$ cat config.mk
export PLATFORM = sky130hd
export DESIGN_NAME = trace_reg_port
export DESIGN_NICKNAME = d
export VERILOG_FILES = /design/src/rtl/trace_reg_pkg.sv /design/src/rtl/trace_scan_ctl.sv /design/src/rtl/trace_reg_dp.sv /design/src/rtl/trace_reg_port.sv
export SDC_FILE = /design/constraint.sdc
export NUM_CORES = 1
export LEC_CHECK = 0
export ABC_AREA = 1
export BUFFER_PORTS_ARGS = -buffer_cell sky130_fd_sc_hd__buf_2
export CAP_MARGIN = 20
export CORE_MARGIN = 3
export CORE_UTILIZATION = 40
export CTS_CLUSTER_DIAMETER = 60
export DETAILED_ROUTE_END_ITERATION = 8
export GPL_ROUTABILITY_DRIVEN = 0
export PLACE_DENSITY = 0.73
export SLEW_MARGIN = 10
export SYNTH_ARGS = -nofsm -noshare
export SYNTH_HDL_FRONTEND = slang
export SYNTH_SLANG_ARGS = --single-unit
$ cat constraint.sdc
create_clock -name clk -period 2.5 [get_ports clk]
set_input_delay 0.25 -clock clk [delete_from_list [all_inputs] [get_ports clk]]
set_output_delay 0.25 -clock clk [all_outputs]
set_load 0.02 [all_outputs]
$ cat src/rtl/trace_reg_pkg.sv
package trace_reg_pkg;
  localparam int DATA_W  = 32;
  localparam int ADDR_W  = 7;
  localparam int FRAME_W = DATA_W + ADDR_W + 1;

  localparam logic [ADDR_W-1:0] A_IDENT  = 7'd0;
  localparam logic [ADDR_W-1:0] A_DEPTH  = 7'd1;
  localparam logic [ADDR_W-1:0] A_WIDTH  = 7'd2;
  localparam logic [ADDR_W-1:0] A_STATUS = 7'd3;
  localparam logic [ADDR_W-1:0] A_RAMDAT = 7'd4;
  localparam logic [ADDR_W-1:0] A_RDPTR  = 7'd5;
  localparam logic [ADDR_W-1:0] A_WRPTR  = 7'd6;
  localparam logic [ADDR_W-1:0] A_TRIG   = 7'd7;
  localparam logic [ADDR_W-1:0] A_CTRL   = 7'd8;

  // strobes from the scan control to the register datapath
  typedef struct packed {
    logic              rdEn;
    logic              wrEn;
    logic [ADDR_W-1:0] addr;
    logic [DATA_W-1:0] data;
  } regCmd_t;
endpackage

$ cat src/rtl/trace_scan_ctl.sv
module trace_scan_ctl
  import trace_reg_pkg::*;
(
  input  logic                clk,
  input  logic                rstN,
  input  logic                captureDr,
  input  logic                shiftDr,
  input  logic                updateDr,
  input  logic                tdi,
  input  logic [DATA_W-1:0]   readLatch,
  output logic                tdo,
  output regCmd_t             cmd
);
  logic [FRAME_W-1:0] frame;

  always_ff @(posedge clk or negedge rstN) begin
    if (!rstN) begin
      frame <= '0;
    end else if (captureDr) begin
      frame <= {{(FRAME_W-DATA_W){1'b0}}, readLatch};
    end else if (shiftDr) begin
      frame <= {tdi, frame[FRAME_W-1:1]};
    end
  end

  assign tdo = frame[0];

  always_comb begin
    cmd.wrEn = updateDr &  frame[FRAME_W-1];
    cmd.rdEn = updateDr & ~frame[FRAME_W-1];
    cmd.addr = frame[FRAME_W-2:DATA_W];
    cmd.data = frame[DATA_W-1:0];
  end
endmodule

$ cat src/rtl/trace_reg_dp.sv
module trace_reg_dp
  import trace_reg_pkg::*;
#(
  parameter logic [31:0] ID_CODE   = 32'h4B1D_0A21,
  parameter int          DEPTH     = 16,
  parameter int          RAM_WIDTH = 32,
  localparam int         PTR_W     = (DEPTH > 1) ? $clog2(DEPTH) : 1
) (
  input  logic              clk,
  input  logic              rstN,
  input  regCmd_t           cmd,
  input  logic [DATA_W-1:0] statusIn,
  input  logic [PTR_W-1:0]  wrPtrIn,
  input  logic [DATA_W-1:0] ramRdData,
  output logic [DATA_W-1:0] readLatch,
  output logic [PTR_W-1:0]  ramRdAddr,
  output logic [DATA_W-1:0] ctrlOut,
  output logic [DATA_W-1:0] trigCount,
  output logic [PTR_W-1:0]  wrPtrLoadVal,
  output logic              wrPtrLoadStb
);
  localparam logic [PTR_W-1:0] LAST_PTR = PTR_W'(DEPTH - 1);

  logic [PTR_W-1:0]  readPtr;
  logic [DATA_W-1:0] readMux;
  logic [PTR_W-1:0]  ptrNext;

  always_comb begin
    case (cmd.addr)
      A_IDENT:  readMux = ID_CODE;
      A_DEPTH:  readMux = DATA_W'(DEPTH);
      A_WIDTH:  readMux = DATA_W'(RAM_WIDTH);
      A_STATUS: readMux = statusIn;
      A_RAMDAT: readMux = ramRdData;
      A_RDPTR:  readMux = DATA_W'(readPtr);
      A_WRPTR:  readMux = DATA_W'(wrPtrIn);
      A_TRIG:   readMux = trigCount;
      A_CTRL:   readMux = ctrlOut;
      default:  readMux = '0;
    endcase
  end

  assign ptrNext = (readPtr == LAST_PTR) ? '0 : readPtr + 1'b1;

  always_ff @(posedge clk or negedge rstN) begin
    if (!rstN) begin
      readLatch    <= '0;
      readPtr      <= '0;
      ctrlOut      <= '0;
      trigCount    <= '0;
      wrPtrLoadVal <= '0;
      wrPtrLoadStb <= 1'b0;
    end else begin
      wrPtrLoadStb <= 1'b0;
      if (cmd.rdEn) begin
        readLatch <= readMux;
        if (cmd.addr == A_RAMDAT) readPtr <= ptrNext;
      end
      if (cmd.wrEn) begin
        case (cmd.addr)
          A_RDPTR: readPtr   <= cmd.data[PTR_W-1:0];
          A_TRIG:  trigCount <= cmd.data;
          A_CTRL:  ctrlOut   <= cmd.data;
          A_WRPTR: begin
            wrPtrLoadVal <= cmd.data[PTR_W-1:0];
            wrPtrLoadStb <= 1'b1;
          end
          default: ;
        endcase
      end
    end
  end

  assign ramRdAddr = readPtr;
endmodule

$ cat src/rtl/trace_reg_port.sv
module trace_reg_port
  import trace_reg_pkg::*;
#(
  parameter logic [31:0] ID_CODE   = 32'h4B1D_0A21,
  parameter int          DEPTH     = 16,
  parameter int          RAM_WIDTH = 32,
  localparam int         PTR_W     = (DEPTH > 1) ? $clog2(DEPTH) : 1
) (
  input  logic             clk,
  input  logic             rstN,
  input  logic             captureDr,
  input  logic             shiftDr,
  input  logic             updateDr,
  input  logic             tdi,
  output logic             tdo,
  input  logic [31:0]      statusIn,
  input  logic [PTR_W-1:0] wrPtrIn,
  input  logic [31:0]      ramRdData,
  output logic [PTR_W-1:0] ramRdAddr,
  output logic [31:0]      ctrlOut,
  output logic [31:0]      trigCount,
  output logic [PTR_W-1:0] wrPtrLoadVal,
  output logic             wrPtrLoadStb
);
  regCmd_t           cmd;
  logic [DATA_W-1:0] readLatch;

  trace_scan_ctl u_ctl (
    .clk       (clk),
    .rstN      (rstN),
    .captureDr (captureDr),
    .shiftDr   (shiftDr),
    .updateDr  (updateDr),
    .tdi       (tdi),
    .readLatch (readLatch),
    .tdo       (tdo),
    .cmd       (cmd)
  );

  trace_reg_dp #(
    .ID_CODE   (ID_CODE),
    .DEPTH     (DEPTH),
    .RAM_WIDTH (RAM_WIDTH)
  ) u_dp (
    .clk          (clk),
    .rstN         (rstN),
    .cmd          (cmd),
    .statusIn     (statusIn),
    .wrPtrIn      (wrPtrIn),
    .ramRdData    (ramRdData),
    .readLatch    (readLatch),
    .ramRdAddr    (ramRdAddr),
    .ctrlOut      (ctrlOut),
    .trigCount    (trigCount),
    .wrPtrLoadVal (wrPtrLoadVal),
    .wrPtrLoadStb (wrPtrLoadStb)
  );
endmodule

Yosys cells after proc, flatten, opt, wreduce, memory -nomap -nowiden
Index checks and enable logic that the tools add are counted.

Flip-flop bits (word level): 145. Output and inout port bits: 74. Word-level logic and storage cells: 35.

$add $sub $neg: 1. Equality and inequality tests: 9. Mux-type cells: 10. Bitwise logic cells: 3. Reduce and logical (&&, ||, !) cells: 5.

Operators by type and width (number): 32-bit one-hot mux with 9 select lines (1); 40-bit two-way mux (2); 7-bit by 3-bit equality test with 1-bit output, second input constant (4); 4-bit two-way mux (5); 7-bit by 2-bit equality test with 1-bit output, second input constant (2); 7-bit by 1-bit equality test with 1-bit output, second input constant (1); 7-bit by 4-bit equality test with 1-bit output, second input constant (1); 7-bit zero test (1); 2-bit AND reduction (3); 4-bit by 1-bit adder with 4-bit output, second input constant (1); 4-bit equality test, second input constant (1); 1-bit AND (2); 1-bit two-way mux (2); 2-bit nonzero test (1); 1-bit inverter (1).

Depth between registers and ports, before layout
Word-level depth: 6. Mapped depth: 11. Mapped depth without buffers: 9.

Hierarchy
From an unflattened synthesis, not the netlist that was laid out.

Cells, all modules: 946. Area total of the unflattened synthesis: 7551.0 um2.

By module, submodules not included: trace_reg_dp (times used 1, cells an instance 693, area each 5427.7 um2); trace_scan_ctl (times used 1, cells an instance 253, area each 2123.3 um2).

Worst setup path after synthesis
OpenSTA, ideal clock, no wires.

Kind: flip-flop to flip-flop. From: register u_ctl.frame[34]. To: register u_dp.ctrlOut[14]. Arrival: 1.315 ns. Path slack: 1.065 ns. Stages on the path, launching flop included: 9. Period minus slack after synthesis: 1.435 ns. Path through: dfrtp_1 -> inv_2 -> buf_6 -> nand2_4 -> nor2_4 -> nand3_4 -> buf_4 -> nand2_1 -> o21ai_2.

Longest elaborated chain between the ends: 2.

RTL lines: start: declaration (line trace_scan_ctl.sv:14) `logic [FRAME_W-1:0] frame;`; start signal: assignment (line trace_scan_ctl.sv:20) `frame <= {{(FRAME_W-DATA_W){1'b0}}, readLatch};`; start signal: assignment (line trace_scan_ctl.sv:22) `frame <= {tdi, frame[FRAME_W-1:1]};`; 7-bit by 4-bit equality test with 1-bit output (line trace_reg_dp.sv:60) `case (cmd.addr)`; 2-bit AND reduction (no line); end signal: assignment (line trace_reg_dp.sv:63) `A_CTRL: ctrlOut <= cmd.data;`; end: declaration (line trace_reg_dp.sv:17) `output logic [DATA_W-1:0] ctrlOut,`.

Every way passes these cells. A chain may end at the register's enable or synchronous reset.

Worst setup path in the final report
From: register u_ctl.frame[37]. To: register u_dp.readLatch[0].

Longest elaborated chain between the ends: 2. Elaborated cells between the ends (all ways): 10. Those cells by class: eq/ne: 8; mux: 1; reduce/logical: 1.

RTL lines: 7-bit by 4-bit equality test with 1-bit output, or another cell as far along (line trace_reg_dp.sv:29) `case (cmd.addr)`; 32-bit one-hot mux with 9 select lines (*) (line trace_reg_dp.sv:29); end signal: assignment (line trace_reg_dp.sv:56) `readLatch <= readMux;`; end: declaration (line trace_reg_dp.sv:15) `output logic [DATA_W-1:0] readLatch,`.

Mark *: on every way between the ends. The rest lies on a longest branch, timed or not.

==> results.toml <==
[grt]
grt.overflow.total = 0
grt_pass1_vias = 6251
grt_usage_pct = 21.73
antenna_found_initial = 0
grt_pass1_wl_mm = 33.49
grt_max_degree = 55

[clock_tree]
holdBufCountCts = 1
root_buffer = "clkbuf_16"
post_cts_buffers = 0
insertion_delay_ps = 420
path_clk_slew_ps = 60
htree_num_levels = 4
clock_sinks = 145
ctsResizeCount = 0
cts_buffers = 17
cts.path.max_buffers = 2
cts_tree = "yes"

[yosys]
synth.avg_cell_area_um2 = 8.482
synth.distinct_cells = 31
synth_top_area_cell = "dfrtp_1"
ys_seq_area_share_pct = 51.05
yosysMostFrequentCell = "nand2_1"
synth_top_area_share_pct = 51.05
syn_area_um2 = 7108
synthArstFlopShare_pct = 100.0
synth-seq-cells = 145
synthTopCellsByCount = "284 x nand2_1, 145 x dfrtp_1, 95 x nand3_1"
synth_fp_nets = 913
synth_warnings = 0
synth_ff_type = "dfrtp_1"
synth_area_leaders = "dfrtp_1 51%, nand2_1 15%, nand3_1 6.7%"
synthCells = 838
synth_edf_count = 0

[worst_setup_path]
crit_buf_inv = 2
crit_cells = 10
crit_family = "simple AND/OR/NAND/NOR gates"
crit_fanout = 36
arrival_ps = 2350
crit_chain = "inv_1, nand2_1, nor2_4, buf_4, nand2_1, nand2_1, nor2_1, nand2_1, nand2_1, nand2_1"
endpoint_kind = "flop"
critPathLaunchType = "flop"
critPathMaxStageDelay_ps = 420
path_class = "flop to flop"
worstPathRequired_ps = 2850
r2r_setup_slack_ps = 510
cp_common_cell = "nand2_1"
cp_slowest_cell = "buf_4"
reg2reg_depth = 10

[sta]
drv_slew = 0
rsz0062_at_grt = "false"
finalSetupTns_ps = 0
setup_viol = 0
hold_viol_final = 0
clock_skew_ps = 7.104
maxSlewHeadroom_pct = 59.26
min_period_ps = 1993
fmax_mhz = 501.8
worstMarginPinSlew_ps = 609.6
finalCritPeriodShare_pct = 79.71

[detailed_routing]
wire_per_inst_um = 17.30
drc_errors = 0
first_pass_iters = 6
wirelength_mm = 20.90
drtIter0Drc = 531
vias = 6418
antenna_left = 0
routed_via_density = 5.313

[die]
core-area_um2 = 17360
die_y_um = 139.3
initial_utilization_pct = 40.95
ios = 148
die_x_um = 139.3
die_area_um2 = 19410
rows = 48

[finish]
layout.nets = 1049
drive_above_1_share_pct = 24.42
antennaDiodeCount = 0
syn2layout_area_growth_pct = 19.77
final_util_pct = 49.05

[place]
dpl.hpwl_mm = 14.18
io_buffer_count = 147

[power]
power.leakage_nw = 4.302
p_total_mw = 5.427
power_density_nw_per_um2 = 637.5
peakVddDrop_mv = 0.4917

[outcome]
status = "completed"

[run]
maxCapViolCount = 0

[hold_path]
hold_depth = 3
worst_hold_path_type = "input pin to flop"
worst paths after layout:
| check | from | to |
|---|---|---|
| hold reg to reg | u_dp.readLatch[28]$_DFFE_PN0P_ | u_dp.readLatch[28]$_DFFE_PN0P_ |
| setup reg to reg | u_ctl.frame[37]$_DFFE_PN0P_ | u_dp.readLatch[0]$_DFFE_PN0P_ |
| max in group asynchronous | rstN | u_dp.readLatch[8]$_DFFE_PN0P_ |
| min in group asynchronous | rstN | u_dp.ctrlOut[14]$_DFFE_PN0P_ |
| hold / removal | tdi | u_ctl.frame[39]$_DFFE_PN0P_ |
| setup / recovery | u_ctl.frame[37]$_DFFE_PN0P_ | u_dp.readLatch[0]$_DFFE_PN0P_ |
stage by stage:
step / hold slack, ps / setup slack [ps] / area [um^2] / std cells
after floorplan: -45.59 / 1065 / 7108 / 838
after global placement: 242.8 / 582.2 / 7940 / 1179
after detailed placement: 243.1 / 567.3 / 7940 / 1179
after CTS: 57.24 / 554.2 / 8513 / 1208
after global routing: 84.52 / 334.5 / 8513 / 1208
final: 63.58 / 507.3 / 8513 / 1208
worst min-delay path: stages:
cell,delay (ps)
buf_2,90
nand2_1,50
o21ai_0,60
cells by family (layout without fill, tap and decap cells):
kind of cell	count (synthesis)	count (layout)	share of synthesized area [%]
flip-flops	145	145	51.05
adder cells (fa/ha/maj)	1	1	0.1760
buffers and inverters	113	258	8.678
AO/OA/AOI/OAI	126	126	12.29
AND/OR/NAND/NOR	453	453	27.81
per-layer routing:
layer	share of wire (%)	track usage, %	vias up
li1	-	-	3049
met1	43	29.09	3087
met2	47	34.55	246
met3	7.2	4.674	36
met4	3.0	8.702	0
met5	0	0	-
cells in the final DEF, fill, tap and decap left out, types with 4 or more instances in the layout:
master     instances
nor2_4             7
nand2_1          284
o21ai_2           25
o21ai_1           39
dfrtp_1          145
o221ai_1          24
buf_2            146
inv_1             58
o22ai_1           13
o2111ai_1          6
clkbuf_16         17
nor2_2             5
o21ai_0            7
nor2_1            35
nand4_1           19
nand3_1           95
o21a_1             4
buf_4             18
flip-flops by register name, indices dropped and copies added, names as in the netlist:
signal	count
u_dp.ramRdAddr	4
u_dp.readLatch	32
u_dp.ctrlOut	32
u_dp.trigCount	32
u_dp.wrPtrLoadVal	4
u_dp.wrPtrLoadStb	1
u_ctl.frame	40
where the power goes:
part	switching (mW)	total, mW	internal (mW)
registers	0.0472	2.48	2.43
logic	0.312	0.448	0.136
clock network	0.933	2.50	1.57
total	1.29	5.43	4.13
final cells by class:
cell class / count / area, um^2
Fill cell: 1660 / 8843
Sequential cell: 145 / 3628
Multi-Input combinational cell: 580 / 2875
Timing Repair Buffer: 168 / 927.1
Clock buffer: 21 / 450.4
Tap cell: 225 / 281.5
Inverter: 62 / 237.7
Clock inverter: 7 / 112.6
Note: power is estimated with default switching activity, not from simulation.
